$ cat config.mk
export PLATFORM = sky130hd
export DESIGN_NAME = int_alu_mul
export DESIGN_NICKNAME = d
export VERILOG_FILES = /design/src/rtl/int_alu_pkg.sv /design/src/rtl/int_alu_addsub.sv /design/src/rtl/int_alu_shift.sv /design/src/rtl/int_alu_mult.sv /design/src/rtl/int_alu_mul.sv
export SDC_FILE = /design/constraint.sdc
export NUM_CORES = 2
export LEC_CHECK = 0
export ABC_CLOCK_PERIOD_IN_PS = 13300
export BUFFER_PORTS_ARGS = -buffer_cell sky130_fd_sc_hd__clkbuf_2
export CAP_MARGIN = 40
export CORE_MARGIN = 1.5
export CORE_UTILIZATION = 30
export CTS_CLUSTER_DIAMETER = 60
export DETAILED_ROUTE_END_ITERATION = 8
export PLACE_DENSITY = 0.47
export SYNTH_ARGS = -nofsm -noshare
export SYNTH_HDL_FRONTEND = slang
export SYNTH_HIERARCHICAL = 1
export SYNTH_SLANG_ARGS = --single-unit
$ cat constraint.sdc
create_clock -name clk -period 13.3 [get_ports clk]
set_input_delay 2.66 -clock clk [delete_from_list [all_inputs] [get_ports clk]]
set_output_delay 2.66 -clock clk [all_outputs]
set_load 0.02 [all_outputs]
$ cat src/rtl/int_alu_pkg.sv
package int_alu_pkg;

  typedef enum logic [3:0] {
    OP_ADD   = 4'd0,
    OP_SLL   = 4'd1,
    OP_SLT   = 4'd2,
    OP_XOR   = 4'd4,
    OP_SRL   = 4'd5,
    OP_OR    = 4'd6,
    OP_AND   = 4'd7,
    OP_MUL   = 4'd8,
    OP_MULH  = 4'd9,
    OP_MULHU = 4'd11,
    OP_SUB   = 4'd12,
    OP_SRA   = 4'd13,
    OP_PASSB = 4'd15
  } alu_op_e;

endpackage

$ cat src/rtl/int_alu_addsub.sv
module int_alu_addsub #(
  parameter int XLEN = 32
) (
  input  logic [XLEN-1:0] a,
  input  logic [XLEN-1:0] b,
  input  logic            subtract,
  output logic [XLEN-1:0] sum,
  output logic            less_signed
);
  localparam int MSB = XLEN - 1;

  logic [XLEN-1:0] b_eff;

  always_comb begin
    b_eff = subtract ? ~b : b;
    sum   = a + b_eff + {{(XLEN-1){1'b0}}, subtract};
    // Operands of differing sign decide by sign alone; otherwise the
    // difference cannot overflow and its sign answers.
    if (a[MSB] != b[MSB]) less_signed = a[MSB];
    else                  less_signed = sum[MSB];
  end
endmodule

$ cat src/rtl/int_alu_shift.sv
module int_alu_shift #(
  parameter int XLEN = 32
) (
  input  logic [XLEN-1:0]         data,
  input  logic [$clog2(XLEN)-1:0] amount,
  input  logic                    to_left,
  input  logic                    arith,
  output logic [XLEN-1:0]         shifted
);
  localparam int SHW = $clog2(XLEN);

  logic [XLEN-1:0] flipped_in;
  logic [XLEN-1:0] stage [0:SHW];
  logic            fill;

  // A left shift is a right shift of the bit-reversed word.
  genvar gi;
  generate
    for (gi = 0; gi < XLEN; gi++) begin : g_rev_in
      assign flipped_in[gi] = data[XLEN-1-gi];
    end
  endgenerate

  assign fill     = arith & ~to_left & data[XLEN-1];
  assign stage[0] = to_left ? flipped_in : data;

  genvar gs;
  generate
    for (gs = 0; gs < SHW; gs++) begin : g_stage
      localparam int STEP = 1 << gs;
      assign stage[gs+1] = amount[gs]
        ? {{STEP{fill}}, stage[gs][XLEN-1:STEP]}
        : stage[gs];
    end
  endgenerate

  logic [XLEN-1:0] flipped_out;
  generate
    for (gi = 0; gi < XLEN; gi++) begin : g_rev_out
      assign flipped_out[gi] = stage[SHW][XLEN-1-gi];
    end
  endgenerate

  assign shifted = to_left ? flipped_out : stage[SHW];
endmodule

$ cat src/rtl/int_alu_mult.sv
module int_alu_mult #(
  parameter int XLEN = 32
) (
  input  logic [XLEN-1:0] a,
  input  logic [XLEN-1:0] b,
  input  logic            signed_ops,
  output logic [XLEN-1:0] prod_lo,
  output logic [XLEN-1:0] prod_hi
);
  localparam int PW = 2 * XLEN;

  logic [PW-1:0] a_wide;
  logic [PW-1:0] b_wide;
  logic [PW-1:0] prod;

  // Widening with sign or zero, then keeping the product modulo 2^PW,
  // gives the exact two's-complement or unsigned double-width product.
  always_comb begin
    a_wide  = {{XLEN{signed_ops & a[XLEN-1]}}, a};
    b_wide  = {{XLEN{signed_ops & b[XLEN-1]}}, b};
    prod    = a_wide * b_wide;
    prod_lo = prod[XLEN-1:0];
    prod_hi = prod[PW-1:XLEN];
  end
endmodule

$ cat src/rtl/int_alu_mul.sv
module int_alu_mul
  import int_alu_pkg::*;
#(
  parameter int XLEN = 32
) (
  input  logic            clk,
  input  logic            rst,
  input  logic [3:0]      op_sel,
  input  logic [XLEN-1:0] opnd_a,
  input  logic [XLEN-1:0] opnd_b,
  output logic [XLEN-1:0] result
);
  localparam int SHW = $clog2(XLEN);

  alu_op_e         op;
  logic [XLEN-1:0] sum;
  logic            lt;
  logic [XLEN-1:0] sh_out;
  logic [XLEN-1:0] m_lo;
  logic [XLEN-1:0] m_hi;
  logic [XLEN-1:0] next_res;

  assign op = alu_op_e'(op_sel);

  int_alu_addsub #(.XLEN(XLEN)) u_addsub (
    .a           (opnd_a),
    .b           (opnd_b),
    .subtract    (op == OP_SUB || op == OP_SLT),
    .sum         (sum),
    .less_signed (lt)
  );

  int_alu_shift #(.XLEN(XLEN)) u_shift (
    .data    (opnd_a),
    .amount  (opnd_b[SHW-1:0]),
    .to_left (op == OP_SLL),
    .arith   (op == OP_SRA),
    .shifted (sh_out)
  );

  int_alu_mult #(.XLEN(XLEN)) u_mult (
    .a          (opnd_a),
    .b          (opnd_b),
    .signed_ops (op == OP_MULH),
    .prod_lo    (m_lo),
    .prod_hi    (m_hi)
  );

  always_comb begin
    unique case (op)
      OP_ADD, OP_SUB:          next_res = sum;
      OP_SLL, OP_SRL, OP_SRA:  next_res = sh_out;
      OP_SLT:                  next_res = {{(XLEN-1){1'b0}}, lt};
      OP_XOR:                  next_res = opnd_a ^ opnd_b;
      OP_OR:                   next_res = opnd_a | opnd_b;
      OP_AND:                  next_res = opnd_a & opnd_b;
      OP_MUL:                  next_res = m_lo;
      OP_MULH, OP_MULHU:       next_res = m_hi;
      OP_PASSB:                next_res = opnd_b;
      default:                 next_res = '0;
    endcase
  end

  always_ff @(posedge clk) begin
    if (rst) result <= '0;
    else     result <= next_res;
  end
endmodule

# --- After elaboration in Yosys (flattened, before gate mapping) ---
# Cells that the tools add are included.
word_totals:
  regBits: 32
  latchBits: 0
  ram_bits: 0
  rom_bits: 0
  output_inout_bits: 32
  word_cells: 41
  memories: 0
classes:
  add_sub_neg: 2
  n_mul: 1
  div: 0
  magnitude_cmp: 0
  eq_ne: 13
  shifts: 0
  muxes: 10
  bitwise_logic: 9
  n_reduce_logical: 5
ops:
  columns: ["operator", "count"]
  rows:
  - ["$pmux W32 S9", 1]
  - ["$mux W32", 8]
  - ["$mul A33 B33 Y64", 1]
  - ["$add A32 B1 Y32", 1]
  - ["$add A32 B32 Y32", 1]
  - ["$and A32 B32 Y32", 1]
  - ["$not A32 Y32", 1]
  - ["$or A32 B32 Y32", 1]
  - ["$xor A32 B32 Y32", 1]
  - ["$eq A4 B4 Y1 const B", 6]
  - ["$eq A4 B3 Y1 const B", 4]
  - ["$and A1 B1 Y1", 4]
  - ["$eq A4 B1 Y1 const B", 1]
  - ["$eq A4 B2 Y1 const B", 1]
  - ["$logic_not A4 Y1", 1]
  - ["$reduce_or A2 Y1", 2]
  - ["$reduce_or A3 Y1", 1]
  - ["$logic_or A1 B1 Y1", 1]
  - ["$mux W1", 1]
  - ["$ne A1 B1 Y1", 1]
  - ["$not A1 Y1", 1]

# --- Longest topological paths before layout ---
logic_depth:
  ltp_word: 11
  ltp_mapped: 37
  ltp_nobuf: 34

# --- Cells and area by module ---
# Netlist, hierarchy kept.
by_module_without_submodules:
  columns: ["mod", "n_inst", "cells_per_inst", "area_per_inst_um2", "seq_area_each_um2"]
  rows:
  - ["int_alu_mult", 1, 4154, 37785.0, 0.0]
  - ["int_alu_mul", 1, 492, 3797.4, 640.6]
  - ["int_alu_shift", 1, 461, 3594.7, 0.0]
  - ["int_alu_addsub", 1, 311, 2187.1, 0.0]

# --- Worst setup path after synthesis ---
# OpenSTA, ideal clock, no wires.
synth_path:
  kind: "input to register"
  from: "in op_sel[1]"
  to: "reg result[29]"
  arrival_ns: 10.899
  slack_ns: 2.269
  stages: 31
  n_path_buf: 3
  path_cell_list: "buf_2 -> nand2b_1 -> nor2_1 -> clkbuf_1 -> clkbuf_1 -> and3_1 -> fa_1 -> fa_1 -> fa_1 -> inv_1 -> fa_1 -> inv_1 -> fa_1 -> fa_1 -> inv_1 -> fa_1 -> fa_1 -> inv_1 -> ha_1 -> nand2_1 -> nor2_1 -> and3_1 -> a221oi_1 -> o21ai_2 -> a31oi_4 -> o21ai_2 -> a31o_1 -> a211o_1 -> o2bb2ai_1 -> o21ai_0 -> a21oi_1"
synth_rtl:
  columns: ["item", "line", "rtl"]
  rows:
  - ["start, declared", "int_alu_mul.sv:8", "input logic [3:0] op_sel,"]
  - ["$eq A4 B4 Y1 *", "int_alu_mul.sv:44", ".signed_ops (op == OP_MULH),"]
  - ["$and A1 B1 Y1, on equally long branches", "int_alu_mult.sv:19, int_alu_mult.sv:20", null]
  - ["$mul A33 B33 Y64 *", "int_alu_mult.sv:21", "prod = a_wide * b_wide;"]
  - ["via m_hi[29]", "int_alu_mul.sv:20", "logic [XLEN-1:0] m_hi;"]
  - ["$pmux W32 S9 *", "int_alu_mul.sv:50", "unique case (op)"]
  - ["end signal, assigned", "int_alu_mul.sv:66", "else result <= next_res;"]
  - ["end, declared", "int_alu_mul.sv:11", "output logic [XLEN-1:0] result"]
# Mark *: on every way through the listed nets, which the timed path passes. The rest lies on a longest branch.
# A chain may end at the register's enable or synchronous reset.

# --- Worst setup path in the final report ---
# Same ends and word-level chain as after synthesis.

==> run_results.csv <==
group,metric,value,unit
run_status,status,"completed",
yosys,yosys_register_bits,32,
cells_and_area,nFillCells,16552,
timing,finalCritPeriodShare,0.9007,
job,cap_violations,0,
cells_and_area,multi_input_area,40930,µm²
critical_path,cpMaxStageDelayCell,"fa_1",
routing,drc,0,
routing,drt_iter0_drc,3256,
grt,track_usage,0.2303,
cells_and_area,drive_gt1_frac,0.07260,
critical_path,worstPathRequired,13.47,ns
critical_path,crit_buf_inv,6,
timing,slew_violations,0,
clocking,clkSinkCount,32,
cells_and_area,largest_reg_flops,32,
routing,num_vias,38028,
yosys,synth_edf_count,0,
cells_and_area,final_nets,6845,
timing,hold_viol,0,
grt,grt_pass1_vias,40718,
routing,ant_nets,0,
timing,fmax,83.48,MHz
floorplan,dieArea,160300,µm²
timing,fin_setup_tns,0,ns
timing,hold_ws,3.007,ns
clocking,clockBufferDepth,2,
cells_and_area,syn_to_final_growth,6.879,%
grt,antenna_found_initial,16,
floorplan,die_height,400.3,µm
clocking,post_cts_buffers,0,
placement,numPortBuffers,101,
routing,drtPass1Iterations,6,
clocking,cts_resized,0,
floorplan,initial_core_util,0.3025,
yosys,synthFlopType,"dfxtp_1",
critical_path,crit_fanout,11,
timing,fin_crit,11.98,ns
yosys,netlist_instances,5418,
floorplan,ios,102,
hold_path,min_path_type,"in -> reg",
critical_path,crit_path_frequent_cell,"fa_1",
timing,fin_ws,1.321,ns
routing,wl,184.3,mm
grt,grt-ovfl-total,0,
timing,setup_violations,0,
critical_path,end_kind,"flop",
clocking,clock-root-buffer,"clkbuf_16",
timing,rsz0062_at_grt,"no",
clocking,clk_pin_slew,0.06,ns
cells_and_area,reg.largest.list,"result (32)",
clocking,postCtsHoldBufs,0,
timing,worst_pin_slew,0.9615,ns
yosys,synthArstFlopShare,0,
cells_and_area,largest_register,"result",
critical_path,crit_path_start_kind,"input port",
clocking,cts_tree,"built",
clocking,htreeDepth,2,
clocking,cts_buffers,5,
yosys,avgSynthCellArea,8.742,µm²
critical_path,crit_family,"adder cells",
yosys,syn-num-nets,6920,
routing,wl_per_cell,24.87,µm
placement,post-place-ws,1.016,ns
routing,routed_via_density,5.132,
critical_path,critPathArrivalTime,12.15,ns
yosys,synth-seq-area-share,0.01353,
critical_path,worstSetupPathType,"in -> reg",
yosys,yosys_warnings,6,
placement,dp_hpwl,145.8,mm
timing,max_slew_margin,0.3424,
floorplan,rows,145,
placement,gp_congestion,0.9841,
yosys,synthDistinctLibCells,104,
grt,grt_max_degree,65,
cells_and_area,regArea,640.6,µm²
floorplan,die_x,400.3,µm
critical_path,cp_slowest_stage_delay,1.19,ns
floorplan,core,156600,µm²
yosys,syn_area,47360,µm²
grt,grt_pass1_wl,275.9,mm
## cells by family after synthesis
logic type	share of synthesized area
buffers and inverters	0.1230
DFF	0.01353
and+or+nand+nor	0.1583
muxes	0.03746
adders and majority gates	0.5570
xor gates and xnor gates	0.02515
AOI/OAI and AO/OA	0.08559
## layout make-up
class | instances | share of cell area
multi-input cells | 3872 | 0.8085
flip-flops and latches | 32 | 0.01265
inverters | 1187 | 0.08801
diodes | 8 | 0.0003955
clock inverters | 2 | 0.0002966
clock buffers | 6 | 0.002744
well taps | 2058 | 0.05087
repair buffers | 245 | 0.03653
## final timing paths
path,endpoint,start,depth (start not counted)
max,result[29],op_sel[1],31
min,result[1],op_sel[0],4
## per-stage QoR
stage | area (µm²) | util | instances
6_report | 50620 | 0.3233 | 7410
5_1_grt | 50610 | 0.3232 | 7405
4_1_cts | 50580 | 0.3231 | 7401
3_5_place_dp | 50430 | 0.3221 | 7393
3_3_place_gp | 50040 | 0.3196 | 7372
2_1_floorplan | 47360 | - | 5418
## cells in the mapped netlist (14+ instances only)
library cell	n	area (µm²)
mux2i_1	42	420.4
a21o_1	50	375.4
nor2_1	154	578.1
inv_1	1185	4448
nand2_1	816	3063
o21bai_1	18	135.1
mux2_2	49	551.8
nor2b_1	24	150.1
and3_1	29	181.4
buf_2	38	190.2
ha_1	306	3829
a222oi_1	17	170.2
xor2_1	59	516.8
or2_2	14	87.58
dfxtp_1	32	640.6
o21ai_0	64	320.3
and2_1	367	2296
fa_1	1126	22540
clkbuf_1	264	991.0
a31oi_1	35	219.0
o21a_1	14	105.1
nand4_1	30	187.7
a21oi_1	178	890.9
mux4_2	34	765.7
a221oi_1	19	166.4
a22o_1	18	157.7
xnor2_1	77	674.4
nand2b_1	32	200.2
nor3_1	33	165.2
o22ai_1	20	125.1
nand3_1	49	245.2
## per-layer routing
metal	up-vias	wire, µm	global-route usage
met5	-	38	0
met3	255	9931	0.02094
met4	6	6310	0.06977
met1	20125	80420	0.3162
met2	1331	87570	0.3841
li1	16311	-	-
## placed cells by master (no fill, tap or decap), types with 11 or more instances in the layout
cell and n:
and2_1 367, buf_4 124, nand2_1 816, xnor2_1 77, a211o_1 11, inv_1 1185, and3_1 29, mux2_2 49
xor2_1 59, ha_1 306, mux2i_1 42, clkbuf_2 97, nor2b_1 22, nand2b_1 32, mux4_2 34, o21a_1 14
nand4_1 30, a22o_1 18, nor3_1 31, nor2_1 151, o21bai_1 18, o211ai_1 11, or2_2 14, nand3_1 49
a21oi_1 178, fa_1 1126, a21o_1 50, a31oi_1 35, a222oi_1 17, o22ai_1 20, buf_12 15, o21ai_0 64
a221oi_1 19, dfxtp_1 32
Power is left out: the tool's default activity adds up to more than one toggle a clock period on the data nets, which glitch-free logic cannot reach.
